<file path="src/rtl/i2s_art_pkg.sv">
package i2s_art_pkg;
  typedef enum logic [1:0] {
    RATE_NONE = 2'd0,
    RATE_LO   = 2'd1,
    RATE_HI   = 2'd2,
    RATE_BAD  = 2'd3
  } rate_e;
endpackage

</file>
<file path="src/rtl/art_frame_sync.sv">
module art_frame_sync #(
  parameter int STAGES = 2
) (
  input  logic clk,
  input  logic rst_n,
  input  logic lr_async,
  output logic lr_o,
  output logic edge_o,
  output logic rise_o
);
  // chain[STAGES-1] is the synchronized level, chain[STAGES] its previous value
  logic [STAGES:0] chain;

  always_ff @(posedge clk or negedge rst_n) begin
    if (!rst_n) chain <= '0;
    else        chain <= {chain[STAGES-1:0], lr_async};
  end

  assign lr_o   = chain[STAGES-1];
  assign edge_o = chain[STAGES-1] ^ chain[STAGES];
  assign rise_o = chain[STAGES-1] & ~chain[STAGES];
endmodule

</file>
<file path="src/rtl/art_ratio_meter.sv">
module art_ratio_meter
  import i2s_art_pkg::*;
#(
  parameter int LO_RATIO = 128,
  parameter int HI_RATIO = 256
) (
  input  logic  clk,
  input  logic  rst_n,
  input  logic  rise_i,
  output logic  locked_o,
  output logic  bad_o,
  output rate_e rate_o
);
  localparam int CNT_W = $clog2(2 * HI_RATIO);
  localparam logic [CNT_W-1:0] CNT_HI  = CNT_W'(HI_RATIO - 1);
  localparam logic [CNT_W-1:0] CNT_LO  = CNT_W'(LO_RATIO - 1);
  localparam logic [CNT_W-1:0] CNT_SAT = '1;

  logic [CNT_W-1:0] cnt_q;
  logic             seen_q;
  rate_e            prev_q;
  rate_e            meas;

  always_comb begin
    if (cnt_q == CNT_HI)      meas = RATE_HI;
    else if (cnt_q == CNT_LO) meas = RATE_LO;
    else                      meas = RATE_BAD;
  end

  always_ff @(posedge clk or negedge rst_n) begin
    if (!rst_n) begin
      cnt_q    <= '0;
      seen_q   <= 1'b0;
      prev_q   <= RATE_NONE;
      locked_o <= 1'b0;
      bad_o    <= 1'b0;
      rate_o   <= RATE_NONE;
    end else if (rise_i) begin
      cnt_q  <= '0;
      seen_q <= 1'b1;
      if (seen_q) begin
        if (meas == RATE_BAD) begin
          bad_o    <= 1'b1;
          locked_o <= 1'b0;
          prev_q   <= RATE_BAD;
        end else begin
          bad_o  <= 1'b0;
          prev_q <= meas;
          if (prev_q == meas) begin
            locked_o <= 1'b1;
            rate_o   <= meas;
          end else begin
            locked_o <= 1'b0;
          end
        end
      end
    end else if (cnt_q == CNT_SAT) begin
      bad_o    <= 1'b1;
      locked_o <= 1'b0;
      prev_q   <= RATE_BAD;
    end else begin
      cnt_q <= cnt_q + 1'b1;
    end
  end

  AST_LOCK_ON_RISE: assert property (@(posedge clk) disable iff (!rst_n)
    $rose(locked_o) |-> $past(rise_i));
  AST_LOCK_NOT_BAD: assert property (@(posedge clk) disable iff (!rst_n)
    locked_o |-> !bad_o);
endmodule

</file>
<file path="src/rtl/art_pair_buffer.sv">
module art_pair_buffer #(
  parameter int WORD_W = 24
) (
  input  logic              clk,
  input  logic              rst_n,
  input  logic              s_valid,
  output logic              s_ready,
  input  logic [WORD_W-1:0] s_left,
  input  logic [WORD_W-1:0] s_right,
  input  logic              take_i,
  output logic [WORD_W-1:0] act_l_o,
  output logic [WORD_W-1:0] act_r_o
);
  logic [WORD_W-1:0] pend_l, pend_r;
  logic              full_q;
  logic              acc;

  assign s_ready = ~full_q;
  assign acc     = s_valid & ~full_q;

  always_ff @(posedge clk or negedge rst_n) begin
    if (!rst_n) begin
      pend_l  <= '0;
      pend_r  <= '0;
      full_q  <= 1'b0;
      act_l_o <= '0;
      act_r_o <= '0;
    end else begin
      if (take_i) begin
        act_l_o <= full_q ? pend_l : '0;
        act_r_o <= full_q ? pend_r : '0;
        full_q  <= 1'b0;
      end
      if (acc) begin
        pend_l <= s_left;
        pend_r <= s_right;
        full_q <= 1'b1;
      end
    end
  end

  AST_HOLD_WHEN_FULL: assert property (@(posedge clk) disable iff (!rst_n)
    (s_valid && s_ready) |=> !s_ready);
endmodule

</file>
<file path="src/rtl/art_serializer.sv">
module art_serializer
  import i2s_art_pkg::*;
#(
  parameter int WORD_W   = 24,
  parameter int LO_RATIO = 128,
  parameter int HI_RATIO = 256,
  parameter int BIT_MUL  = 64
) (
  input  logic              clk,
  input  logic              rst_n,
  input  logic              lr_i,
  input  logic              edge_i,
  input  logic              locked_i,
  input  rate_e             rate_i,
  input  logic [WORD_W-1:0] act_l_i,
  input  logic [WORD_W-1:0] act_r_i,
  output logic              take_o,
  output logic              ser_o
);
  localparam int HI_SH = $clog2(HI_RATIO / BIT_MUL);
  localparam int LO_SH = $clog2(LO_RATIO / BIT_MUL);
  localparam int POS_W = $clog2(HI_RATIO);
  localparam logic [POS_W-1:0] POS_MAX = '1;

  logic [POS_W-1:0]  pos_q, cur, slot;
  logic [WORD_W-1:0] word;
  logic              bit_d;

  assign cur    = edge_i ? '0 : pos_q;
  assign slot   = (rate_i == RATE_HI) ? (cur >> HI_SH) : (cur >> LO_SH);
  assign word   = lr_i ? act_r_i : act_l_i;
  assign take_o = edge_i & ~lr_i & locked_i;

  // bit period k (1..WORD_W) carries word bit WORD_W-k; all others are low
  always_comb begin
    bit_d = 1'b0;
    for (int k = 0; k < WORD_W; k++)
      if (slot == POS_W'(WORD_W - k)) bit_d = word[k];
  end

  always_ff @(posedge clk or negedge rst_n) begin
    if (!rst_n) begin
      pos_q <= '0;
      ser_o <= 1'b0;
    end else begin
      pos_q <= edge_i ? POS_W'(1) : ((pos_q == POS_MAX) ? pos_q : pos_q + 1'b1);
      ser_o <= locked_i & bit_d;
    end
  end

  AST_SILENT_UNLOCKED: assert property (@(posedge clk) disable iff (!rst_n)
    !locked_i |=> !ser_o);
  AST_SLOT0_LOW: assert property (@(posedge clk) disable iff (!rst_n)
    edge_i |=> !ser_o);
endmodule

</file>
<file path="src/rtl/i2s_autoratio_tx.sv">
module i2s_autoratio_tx
  import i2s_art_pkg::*;
#(
  parameter int WORD_W      = 24,
  parameter int LO_RATIO    = 128,
  parameter int HI_RATIO    = 256,
  parameter int BIT_MUL     = 64,
  parameter int SYNC_STAGES = 2
) (
  input  logic              clk_master,
  input  logic              rst_n,
  input  logic              frame_clk,
  input  logic              s_valid,
  output logic              s_ready,
  input  logic [WORD_W-1:0] s_left,
  input  logic [WORD_W-1:0] s_right,
  output logic              ser_out,
  output logic              locked_o,
  output logic              bad_ratio_o
);
  logic              lr_s, lr_edge, lr_rise, take;
  rate_e             rate;
  logic [WORD_W-1:0] act_l, act_r;

  art_frame_sync #(.STAGES(SYNC_STAGES)) i_sync (
    .clk(clk_master), .rst_n(rst_n), .lr_async(frame_clk),
    .lr_o(lr_s), .edge_o(lr_edge), .rise_o(lr_rise)
  );

  art_ratio_meter #(.LO_RATIO(LO_RATIO), .HI_RATIO(HI_RATIO)) i_meter (
    .clk(clk_master), .rst_n(rst_n), .rise_i(lr_rise),
    .locked_o(locked_o), .bad_o(bad_ratio_o), .rate_o(rate)
  );

  art_pair_buffer #(.WORD_W(WORD_W)) i_buf (
    .clk(clk_master), .rst_n(rst_n), .s_valid(s_valid), .s_ready(s_ready),
    .s_left(s_left), .s_right(s_right), .take_i(take),
    .act_l_o(act_l), .act_r_o(act_r)
  );

  art_serializer #(.WORD_W(WORD_W), .LO_RATIO(LO_RATIO), .HI_RATIO(HI_RATIO),
                   .BIT_MUL(BIT_MUL)) i_ser (
    .clk(clk_master), .rst_n(rst_n), .lr_i(lr_s), .edge_i(lr_edge),
    .locked_i(locked_o), .rate_i(rate), .act_l_i(act_l), .act_r_i(act_r),
    .take_o(take), .ser_o(ser_out)
  );
endmodule

</file>
<file path="config.mk">
export PLATFORM = sky130hd
export DESIGN_NAME = i2s_autoratio_tx
export DESIGN_NICKNAME = d
export VERILOG_FILES = /design/src/rtl/i2s_art_pkg.sv /design/src/rtl/art_frame_sync.sv /design/src/rtl/art_ratio_meter.sv /design/src/rtl/art_pair_buffer.sv /design/src/rtl/art_serializer.sv /design/src/rtl/i2s_autoratio_tx.sv
export SDC_FILE = /design/constraint.sdc
export NUM_CORES = 1
export LEC_CHECK = 0
export BUFFER_PORTS_ARGS = -buffer_cell sky130_fd_sc_hd__buf_4
export CAP_MARGIN = 5
export CORE_MARGIN = 2
export CORE_UTILIZATION = 43
export CTS_BUF_LIST = sky130_fd_sc_hd__clkbuf_16
export DETAILED_ROUTE_END_ITERATION = 8
export MAX_ROUTING_LAYER = met4
export PLACE_DENSITY = 0.59
export SYNTH_ARGS = -nofsm -noshare
export SYNTH_HDL_FRONTEND = slang
export SYNTH_HIERARCHICAL = 1
export SYNTH_SLANG_ARGS = --single-unit
export TNS_END_PERCENT = 5
</file>
<file path="constraint.sdc">
create_clock -name clk_master -period 3.55 [get_ports clk_master]
set_input_delay 0.5325 -clock clk_master [delete_from_list [all_inputs] [get_ports clk_master]]
set_output_delay 0.5325 -clock clk_master [all_outputs]
set_load 0.05 [all_outputs]
</file>
# After elaboration in Yosys (flattened, before gate mapping)
# Cells that the tools add are included.
# classes
n_addsub,2
muxes,50
bitwise_logic,10
eq_ne,34
n_reduce_logical,4
# op_table
operator,count
8-bit by 5-bit == test with 1-bit output (second input constant),9
24-bit two-way mux,3
8-bit by 4-bit == test with 1-bit output (second input constant),8
1-bit two-way mux,35
8-bit by 3-bit == test with 1-bit output (second input constant),4
8-bit two-way mux,3
9-bit two-way mux,2
8-bit by 2-bit == test with 1-bit output (second input constant),2
2-bit two-way mux,6
9-bit by 1-bit adder with 9-bit output (second input constant),1
9-bit by 7-bit == test with 1-bit output (second input constant),1
9-bit by 8-bit == test with 1-bit output (second input constant),1
9-bit == test (second input constant),1
8-bit by 1-bit adder with 8-bit output (second input constant),1
8-bit by 1-bit == test with 1-bit output (second input constant),1
8-bit == test (second input constant),1
7-bit two-way mux,1
1-bit bitwise AND,5
2-bit == test (second input constant),2
2-bit inequality test (second input constant),2
1-bit inverter,4
4-bit AND reduction,1
2-bit nonzero test,2
2-bit == test,1
3 further kinds,3
# word_totals
word_cells,114
output_inout_bits,4
inputBits,52
reg_bits,125

# Depth between registers and ports, before layout
# depth
depth_word,29
ltp_mapped,12
depth_no_buf,10

# Modules after synthesis
# Netlist, hierarchy kept.
# by_module_without_submodules
mod,n_inst,cells_each,area_per_inst_um2
art_pair_buffer,1,314,3814.9
art_serializer,1,154,1231.2
art_ratio_meter,1,78,790.8
art_frame_sync,1,6,95.1

# Worst setup path before layout
# Ideal clock, no wire load.
# synth_timing
path_type,register to register
from,register i_sync.chain[1]
to,register i_ser.ser_o
required_ps,3473
arrival_time_ps,2263
path_buffers,1
path_stages_with_launch,11
setup_slack_ps,1210
synth_period_minus_slack_ps,2340
cell_sequence,dfrtp_1 > ha_1 > inv_1 > clkbuf_1 > nor2b_1 > mux2_4 > mux2i_1 > or4_1 > a311oi_1 > o211ai_1 > a21oi_1
# synth_between
elab_chain_cells,29
# synth_lines
item,line,rtl
"start, declared",art_frame_sync.sv:12,logic [STAGES:0] chain;
"start signal, assigned",art_frame_sync.sv:16,"else chain <= {chain[STAGES-1:0], lr_async};"
1-bit XOR *,art_frame_sync.sv:20,assign edge_o = chain[STAGES-1] ^ chain[STAGES];
net lr_edge,i2s_autoratio_tx.sv:21,"logic lr_s, lr_edge, lr_rise, take;"
8-bit two-way mux *,art_serializer.sv:29,assign cur = edge_i ? '0 : pos_q;
7-bit two-way mux *,art_serializer.sv:30,assign slot = (rate_i == RATE_HI) ? (cur >> HI_SH) : (cur >> LO_SH);
8-bit by 5-bit == test with 1-bit output,art_serializer.sv:38,if (slot == POS_W'(WORD_W - k)) bit_d = word[k];
1-bit two-way mux (23 in a row),art_serializer.sv:38,
1-bit two-way mux *,art_serializer.sv:38,
1-bit bitwise AND *,art_serializer.sv:47,ser_o <= locked_i & bit_d;
"end signal, assigned",art_serializer.sv:47,
"end, declared",art_serializer.sv:18,output logic ser_o
# The timed path passes the listed nets; every way through them passes the cells marked *.
# A chain may end at the register's enable or synchronous reset.

# Final worst setup path
# Same ends and word-level chain as after synthesis.

==> flow_metrics.env <==
export IMPL_critPathMaxStageDelay_ns=0.41
export IMPL_htreeDepth=4
export IMPL_io_pins=56
export IMPL_crit_chain="ha_1, inv_1, buf_4, and2b_1, mux2_4, mux2i_1, or4_1, a311oi_1, o211ai_1, a21oi_1"
export IMPL_powerDensity_nw_per_um2=473
export IMPL_initial_core_util_pct=44.4
export IMPL_status="finished clean"
export IMPL_port_buffer_count=55
export IMPL_cts_tree="built"
export IMPL_drt_wl_total_um=12200
export IMPL_row_count=42
export IMPL_area_growth_synth_to_final_pct=17.3
export IMPL_fill_cells=1253
export IMPL_yosysWarnings=6
export IMPL_dp_hpwl_um=8150
export IMPL_drt_wirelength_per_cell_um=15.6
export IMPL_cp_top_family="simple AND/OR/NAND/NOR gates"
export IMPL_synth_edff_count=0
export IMPL_drive_gt1_share_pct=24.4
export IMPL_coreArea_um2=13300
export IMPL_worst_slew_pin_slew_ns=0.846
export IMPL_track_usage_pct=18.9
export IMPL_yosysMostFrequentCell="dfrtp_1"
export IMPL_vias=4092
export IMPL_finClkSkew_ns=0.0109
export IMPL_gp_congestion=0.838
export IMPL_synth_commonest_cells="dfrtp_1, inv_1, o21ai_0"
export IMPL_synth_top_area_share_pct=52.7
export IMPL_multi_input_area_um2=2400
export IMPL_dr_pass1_iters=4
export IMPL_nNetsFinal=653
export IMPL_path_max_fanout=20
export IMPL_synth_cells=552
export IMPL_syn_area_um2=5930
export IMPL_grt_antenna_before_repair=0
export IMPL_yosys_area_top_type="dfrtp_1"
export IMPL_leakagePower_nw=3.08
export IMPL_final_util_pct=52.1
export IMPL_start_kind="flop"
export IMPL_post_cts_buffers=0
export IMPL_grt_pass1_wl_um=20800
export IMPL_period_needed_ns=2.82
export IMPL_maxCapViolations=0
export IMPL_first_global_vias=4047
export IMPL_drc=0
export IMPL_rsz0062_at_grt="false"
export IMPL_reg2reg_setup_slack_ns=0.73
export IMPL_cts_sinks=125
export IMPL_relSlewSlack_pct=43.2
export IMPL_ctsResizeCount=0
export IMPL_insertion_delay_ns=0.42
export IMPL_period_share_pct=79.5
export IMPL_peakVddDrop_mv=0.301
export IMPL_synth_fp_nets=609
export IMPL_synthFlopType="dfrtp_1"
export IMPL_vias_per_cell=5.23
export IMPL_clk_pin_slew_ns=0.05
export IMPL_ant_nets=0
export IMPL_reg2reg_from="i_sync/chain[1]"
export IMPL_netlist_top_cells_area="dfrtp_1, mux2_2, o21ai_0"
export IMPL_crit_arrival_ns=3.15
export IMPL_overflow=0
export IMPL_cp_slowest_cell="or4_1"
export IMPL_hold_path_class="input pin to async pin"
export IMPL_synth_area_per_cell_um2=10.7
export IMPL_drt_iter0_markers=185
export IMPL_die_area_um2=14800
export IMPL_final_hold_viol_count=0
export IMPL_crit_type="flop to flop"
export IMPL_path_buf_inv=2
export IMPL_fin_setup_tns_ns=0
export IMPL_drv_slew=0
export IMPL_setup_viol=0
export IMPL_reg2reg_depth=10
export IMPL_n_antenna_cell=0
export IMPL_worst_setup_path_end_kind="flop"
export IMPL_regArea_um2=3130
export IMPL_die_h_um=121
export IMPL_ys_types=62
export IMPL_numCtsBuffers=17
export IMPL_die_w_um=121
export IMPL_fmax_ghz=0.354
export IMPL_r2r_end="i_ser/ser_o"
export IMPL_ctsRootBufferMaster="clkbuf_16"
export IMPL_ctsLongestPathBuffers=2
export IMPL_synth_seq_area_share_pct=52.7
export IMPL_ctsHoldBuffers=0
export IMPL_ys_ff_latch=125
export IMPL_required_ns=3.88
export IMPL_grt_start_max_net_pins=98
export IMPL_async_flop_share_pct=100
[where the power goes]
part	internal, mW	leakage (nW)	switching [mW]
combinational	0.119	1.16	0.134
clock	0.929	0.257	0.580
sequential	1.48	1.65	0.0513
total	2.53	3.08	0.765
[placed cells by master, fill, tap and decap left out, drive strengths merged, types with 6 or more instances in the layout]
master,count
mux2i,22
nor3,9
clkbuf,17
dfrtp,125
nor2,23
a21oi,15
mux2,56
inv,60
nand4,7
nand2,12
clkinv,6
buf,61
nor2b,6
o21ai,58
nand3,54
[stage by stage]
| stage | total power [mW] | setup WS (ns) | area, µm² | hold slack [ns] | instances |
|---|---|---|---|---|---|
| 2_1_floorplan | 1.69 | 1.21 | 5930 | 0.237 | 552 |
| 3_3_place_gp | 1.80 | 0.856 | 6450 | 0.390 | 753 |
| 3_5_place_dp | 1.81 | 0.778 | 6450 | 0.362 | 753 |
| 4_1_cts | 3.34 | 0.752 | 6960 | 0.217 | 782 |
| 5_1_grt | 3.44 | 0.480 | 6960 | 0.221 | 782 |
| 6_report | 3.29 | 0.727 | 6960 | 0.197 | 782 |
[worst reg2reg max path, stage by stage, from the launching register on]
cell      delay [ns]
dfrtp_1         0.39
ha_1            0.27
inv_1           0.06
buf_4           0.21
and2b_1         0.25
mux2_4          0.36
mux2i_1         0.14
or4_1           0.41
a311oi_1        0.36
o211ai_1        0.13
a21oi_1         0.15
[sequential cells by signal (all words and copies together), names as in the netlist]
register,cells
i_meter/rate_o,2
i_ser/pos_q,8
i_buf/act_r_o,24
i_meter/bad_o,1
i_buf/pend_r,24
i_meter/seen_q,1
i_meter/cnt_q,9
i_ser/ser_o,1
i_buf/pend_l,24
i_buf/full_q,1
i_sync/chain,3
i_meter/locked_o,1
i_buf/act_l_o,24
i_meter/prev_q,2
[worst max-delay path by stage]
stage | cells past startpoint | endpoint | slack, ns | start
final | 10 | i_ser/ser_o | 0.73 | i_sync/chain[1]
after global routing | 10 | i_ser/ser_o | 0.48 | i_sync/chain[1]
after CTS | 10 | i_ser/ser_o | 0.75 | i_sync/chain[1]
after detailed placement | 10 | i_ser/ser_o | 0.78 | i_sync/chain[1]
after global placement | 10 | i_ser/ser_o | 0.86 | i_sync/chain[1]
after floorplan | 10 | i_ser/ser_o | 1.21 | i_sync/chain[1]
[layer usage]
metal	part of all wire, %	up-vias	GRT usage (%)
li1	-	2020	-
met1	49	1990	26.5
met2	46	69	26.6
met3	4.0	13	4.84
met4	1.2	0	6.61
met5	0	-	-
[kinds of logic (layout without fill, tap and decap cells)]
family	after synthesis	count (layout)	synth area share, %
compound gates	101	101	9.87
xor+xnor	7	7	1.03
fa+ha+maj	5	5	1.05
buf+inv	93	147	6.88
flops	125	125	52.7
mux	79	79	15.4
simple gates	142	142	13.1
[final cells by class]
| type | count | area share, % |
|---|---|---|
| clock buffers | 17 | 6.11 |
| clock inverters | 12 | 1.24 |
| inverters | 57 | 3.07 |
| multi-input cells | 334 | 34.5 |
| flip-flops and latches | 125 | 45.0 |
| well taps | 176 | 3.16 |
| repair buffers | 61 | 6.94 |
Power figures use the tool's default switching activity.
